$ cat config.mk
export PLATFORM = sky130hd
export DESIGN_NAME = f32_to_bf16_cvt
export DESIGN_NICKNAME = d
export VERILOG_FILES = /design/src/rtl/bfc_pkg.sv /design/src/rtl/bfc_classify.sv /design/src/rtl/bfc_round.sv /design/src/rtl/bfc_nan.sv /design/src/rtl/f32_to_bf16_cvt.sv
export SDC_FILE = /design/constraint.sdc
export NUM_CORES = 1
export LEC_CHECK = 0
export BUFFER_PORTS_ARGS = -buffer_cell sky130_fd_sc_hd__buf_2
export CAP_MARGIN = 40
export CORE_MARGIN = 3
export CORE_UTILIZATION = 45
export CTS_CLUSTER_SIZE = 14
export DETAILED_ROUTE_END_ITERATION = 6
export PLACE_DENSITY = 0.85
export SYNTH_ARGS = -nofsm -noshare
export SYNTH_HDL_FRONTEND = slang
export SYNTH_SLANG_ARGS = --single-unit
$ cat constraint.sdc
create_clock -name clk -period 2.3 [get_ports clk]
set_input_delay 0.69 -clock clk [delete_from_list [all_inputs] [get_ports clk]]
set_output_delay 0.69 -clock clk [all_outputs]
set_load 0.01 [all_outputs]
$ cat src/rtl/bfc_pkg.sv
package bfc_pkg;
  localparam int EXP_W      = 8;
  localparam int SRC_FRAC_W = 23;
  localparam int DST_FRAC_W = 7;
  localparam int SRC_W      = 1 + EXP_W + SRC_FRAC_W;
  localparam int DST_W      = 1 + EXP_W + DST_FRAC_W;
  localparam int MAG_W      = DST_W - 1;
  localparam int DROP_W     = SRC_FRAC_W - DST_FRAC_W;
  localparam int PAY_W      = DST_FRAC_W - 1;

  localparam logic [DST_W-1:0] CANON_NAN =
    {1'b0, {EXP_W{1'b1}}, 1'b1, {PAY_W{1'b0}}};
  localparam logic [MAG_W-1:0] MAX_FIN =
    {{(EXP_W-1){1'b1}}, 1'b0, {DST_FRAC_W{1'b1}}};
  localparam logic [MAG_W-1:0] INF_MAG =
    {{EXP_W{1'b1}}, {DST_FRAC_W{1'b0}}};

  typedef enum logic [2:0] {
    CL_ZERO,
    CL_SUB,
    CL_NORM,
    CL_INF,
    CL_NAN
  } cls_e;
endpackage

$ cat src/rtl/bfc_classify.sv
module bfc_classify
  import bfc_pkg::*;
(
  input  logic [SRC_W-1:0] word,
  output cls_e             cls
);
  logic [EXP_W-1:0]      ex;
  logic [SRC_FRAC_W-1:0] fr;
  logic                  ex_zero;
  logic                  ex_ones;
  logic                  fr_zero;

  assign ex      = word[SRC_W-2 -: EXP_W];
  assign fr      = word[SRC_FRAC_W-1:0];
  assign ex_zero = (ex == '0);
  assign ex_ones = (ex == '1);
  assign fr_zero = (fr == '0);

  always_comb begin
    if (ex_zero)      cls = fr_zero ? CL_ZERO : CL_SUB;
    else if (ex_ones) cls = fr_zero ? CL_INF  : CL_NAN;
    else              cls = CL_NORM;
  end
endmodule

$ cat src/rtl/bfc_round.sv
module bfc_round
  import bfc_pkg::*;
(
  input  logic [MAG_W-1:0]  mag,
  input  logic [DROP_W-1:0] rem,
  output logic [MAG_W-1:0]  mag_rnd,
  output logic              inexact,
  output logic              ovf
);
  logic half;
  logic sticky;
  logic bump;

  assign half    = rem[DROP_W-1];
  assign sticky  = |rem[DROP_W-2:0];
  assign bump    = half & (sticky | mag[0]);
  assign mag_rnd = mag + {{(MAG_W-1){1'b0}}, bump};
  assign inexact = half | sticky;
  assign ovf     = bump & (mag == MAX_FIN);
endmodule

$ cat src/rtl/bfc_nan.sv
module bfc_nan
  import bfc_pkg::*;
(
  input  logic             sign,
  input  logic [PAY_W-1:0] payload,
  output logic [DST_W-1:0] nan_word
);
  always_comb begin
    if (payload == '0) nan_word = CANON_NAN;
    else               nan_word = {sign, {EXP_W{1'b1}}, 1'b1, payload};
  end
endmodule

$ cat src/rtl/f32_to_bf16_cvt.sv
module f32_to_bf16_cvt
  import bfc_pkg::*;
(
  input  logic             clk,
  input  logic             rst,
  input  logic             in_vld,
  input  logic [31:0]      in_word,
  output logic             out_vld,
  output logic [15:0]      out_word,
  output logic             out_inexact,
  output logic             out_ovf
);
  cls_e              cls;
  logic              sgn;
  logic [MAG_W-1:0]  mag_rnd;
  logic              rnd_inexact;
  logic              rnd_ovf;
  logic [DST_W-1:0]  nan_word;
  logic [DST_W-1:0]  nxt_word;
  logic              nxt_inexact;
  logic              nxt_ovf;

  assign sgn = in_word[SRC_W-1];

  bfc_classify u_cls (
    .word (in_word),
    .cls  (cls)
  );

  bfc_round u_rnd (
    .mag     (in_word[SRC_W-2:DROP_W]),
    .rem     (in_word[DROP_W-1:0]),
    .mag_rnd (mag_rnd),
    .inexact (rnd_inexact),
    .ovf     (rnd_ovf)
  );

  bfc_nan u_nan (
    .sign     (sgn),
    .payload  (in_word[DROP_W +: PAY_W]),
    .nan_word (nan_word)
  );

  always_comb begin
    nxt_word    = {sgn, {MAG_W{1'b0}}};
    nxt_inexact = 1'b0;
    nxt_ovf     = 1'b0;
    unique case (cls)
      CL_NORM: begin
        nxt_word    = {sgn, mag_rnd};
        nxt_inexact = rnd_inexact;
        nxt_ovf     = rnd_ovf;
      end
      CL_INF:  nxt_word = {sgn, INF_MAG};
      CL_NAN:  nxt_word = nan_word;
      default: nxt_word = {sgn, {MAG_W{1'b0}}};
    endcase
  end

  always_ff @(posedge clk) begin
    if (rst) begin
      out_vld     <= 1'b0;
      out_word    <= '0;
      out_inexact <= 1'b0;
      out_ovf     <= 1'b0;
    end else begin
      out_vld <= in_vld;
      if (in_vld) begin
        out_word    <= nxt_word;
        out_inexact <= nxt_inexact;
        out_ovf     <= nxt_ovf;
      end
    end
  end
endmodule

==> flow_summary.yaml <==
synth:
  synthXorXnorAreaFrac: 0.0300
  synth_largest_area_cell: "dfxtp_1"
  syn_avg_cell_area_um2: 8.39
  synth_area_um2: 1170
  synth_fp_nets: 175
  yosys_warnings: 0
  synth-seq-cells: 19
  synthTopCellsByArea: "dfxtp_1 (33%), nand2_1 (5.8%), mux2i_1 (4.3%)"
  synthSimpleGateAreaFrac: 0.371
  synth-adder-area-share: 0.0107
  syn_inst: 139
  yosysTopAreaCellShare: 0.326
  synth_compound_area_frac: 0.198
  synth_seq_area_share: 0.326
  synthMuxAreaShare: 0.0429
  synth_cell_types: 45
  synth_top_family_by_area: "simple AND/OR/NAND/NOR gates"
finish:
  layout.nets: 229
  finalNonFillerCells: 220
  antenna_cells: 0
  utilization: 0.633
  final_cell_mix: "buf_2 (53), dfxtp_1 (19), nand2_1 (18)"
  drive_above_1_share: 0.359
  nFillCells: 198
  syn_to_final_growth_pct: 26.9
  mostFrequentLayoutCell: "buf_2"
power:
  p_comb_frac: 0.221
  switching_share: 0.295
  seqPwrFrac: 0.520
  p_per_area_nw_per_um2: 464
  clockPowerShare: 0.259
  ir_drop_mv: 0.343
  intPower_w: 0.000484
  cellLeakagePower_nw: 0.670
  p_total_w: 0.000686
  power.switching_w: 0.000203
cts:
  postCtsHoldBufs: 0
  clk_path_buf_depth: 2
  post_cts_buffers: 0
  cts-htree-levels: 1
  cts.sinks: 19
  numCtsBuffers: 3
  cts_root_buf: "clkbuf_4"
  insertion_delay_ns: 0.30
  cts_tree: "done"
  cts_resized: 0
  clk_pin_slew_ns: 0.11
floorplan:
  num_rows: 17
  die_h_um: 56.9
  ios: 54
  die-area_um2: 3240
  initial_utilization: 0.498
  dieWidth_um: 56.9
  coreArea_um2: 2340
critical_path:
  r2r_slack_ns: 1.52
  worstSetupStartpointType: "input port"
  cp_data_arrival_time_ns: 2.14
  cp_cell_sequence: "buf_2 > nor4_1 > nand4_1 > o41ai_2 > o21ai_1 > a32o_2"
  cp_max_fo: 4
  required_ns: 2.51
  crit_path_end_kind: "flop"
  critPathSlowestCell: "o41ai_2"
  slowest_delay_ns: 0.44
  cp.buffers_inverters: 1
  critPathTopFamily: "compound AO/OA/AOI/OAI gates"
  crit_type: "input port to flop"
sta:
  whs_ns: 0.454
  max_freq_mhz: 517
  slew_viol_final: 0
  period_minus_slack_ns: 1.93
  slew_headroom: 0.583
  finalSetupViolations: 0
  hold_viol: 0
  setup-tns-final_ns: 0
  skew_ns: 0
  tightest_slew_ns: 0.623
  rsz0062_at_grt: "false"
  period_share: 0.841
grt:
  grt.met2_usage: 0.325
  grt-busiest-layer: "met2"
  grt_pass1_vias: 1209
  track_usage: 0.206
  gr-usage-met1: 0.260
  grt_max_degree: 22
  grt_pass1_wl_mm: 5.26
  antenna_found_initial: 0
  use_met3: 0.0483
  overflow: 0
route:
  via_count: 1290
  routedWlPerCell_um: 14.6
  antenna_left: 0
  via_per_inst: 5.86
  drt_iter0_markers: 42
  firstDrtPassIters: 4
  drt_wl_total_mm: 3.21
  drc_errors: 0
run:
  maxCapViolCount: 0
placement:
  portBuffers: 53
  dpl.hpwl_mm: 2.54
  place_inst: 216
  gp_congestion: 0.894
status:
  outcome: "completed"
min_path:
  hold_path.class: "flop to flop"
[logic make-up (layout without fill, tap and decap cells)]
group / count (synthesis) / after routing
buffers and inverters: 6 / 59
AOI/OAI and AO/OA: 34 / 34
DFF: 19 / 19
xor gates and xnor gates: 4 / 4
adders and majority gates: 1 / 1
muxes: 5 / 5
and+or+nand+nor: 70 / 70
[cells in the mapped netlist]
cell,count
dfxtp_1,19
nand2_1,18
a21oi_1,9
nand2b_1,8
nor2_1,7
and2_1,5
mux2i_1,5
nand4_1,5
nor3_1,5
o21ai_1,5
clkbuf_1,4
nor4_1,4
o21ai_0,4
and4_1,3
nand3_1,3
a21o_1,2
o211ai_1,2
or4_4,2
xnor2_1,2
xor2_1,2
a211oi_1,1
a21oi_2,1
a221oi_1,1
a22o_1,1
a311oi_1,1
a31oi_1,1
a32o_2,1
a41o_1,1
a41oi_1,1
and2b_2,1
and4_4,1
and4b_1,1
buf_2,1
ha_1,1
inv_1,1
nand2_8,1
nor2_4,1
nor4_4,1
nor4b_1,1
o2111ai_1,1
o21a_1,1
o41ai_2,1
or2_2,1
or2_4,1
or3_1,1
[power by group through the flow]
stage                     sequential [W]  combinational, W  clock, W
after floorplan                 0.000374         0.0000646         0
after global placement          0.000363          0.000146         0
after detailed placement        0.000365          0.000150         0
after CTS                       0.000357          0.000151  0.000180
after global routing            0.000359          0.000166  0.000195
final                           0.000357          0.000151  0.000178
[tightest hold or removal path, cell delays in order, from the launching register on]
cell and delay, ns:
dfxtp_1 0.32, nand2_1 0.05, o21ai_1 0.05
[area by class of cell]
class	instances	area [um^2]	area share
Multi-Input combinational cell	114	762	0.515
Sequential cell	19	380	0.257
Timing Repair Buffer	54	273	0.184
Tap cell	28	35.0	0.0237
Clock buffer	4	26.3	0.0178
Inverter	1	3.75	0.00254
[path summary, 6_finish.rpt]
| path | cells past startpoint | start | endpoint |
|---|---|---|---|
| max | 6 | in_word[8] | out_word[6] |
| min | 2 | out_word[14] | out_word[14] |
| max reg2reg | 3 | out_word[7] | out_word[7] |
| min reg2reg | 2 | out_word[14] | out_word[14] |
[per-layer routing]
metal / wire length, um / vias up
li1: - / 626
met3: 198 / 8
met2: 1570 / 48
met1: 1360 / 608
met4: 85 / 0
met5: 0 / -
[registers in the layout, summed over array words and instances (netlist names)]
name / cells
out_vld: 1
out_inexact: 1
out_word: 16
out_ovf: 1
[per-stage QoR]
| step | area [um^2] | setup WS (ns) |
|---|---|---|
| finish | 1480 | 0.366 |
| global route | 1480 | 0.279 |
| CTS | 1480 | 0.370 |
| detailed placement | 1450 | 0.0439 |
| global placement | 1450 | 0.0514 |
| floorplan | 1170 | 0.327 |
Power figures use the tool's default switching activity.
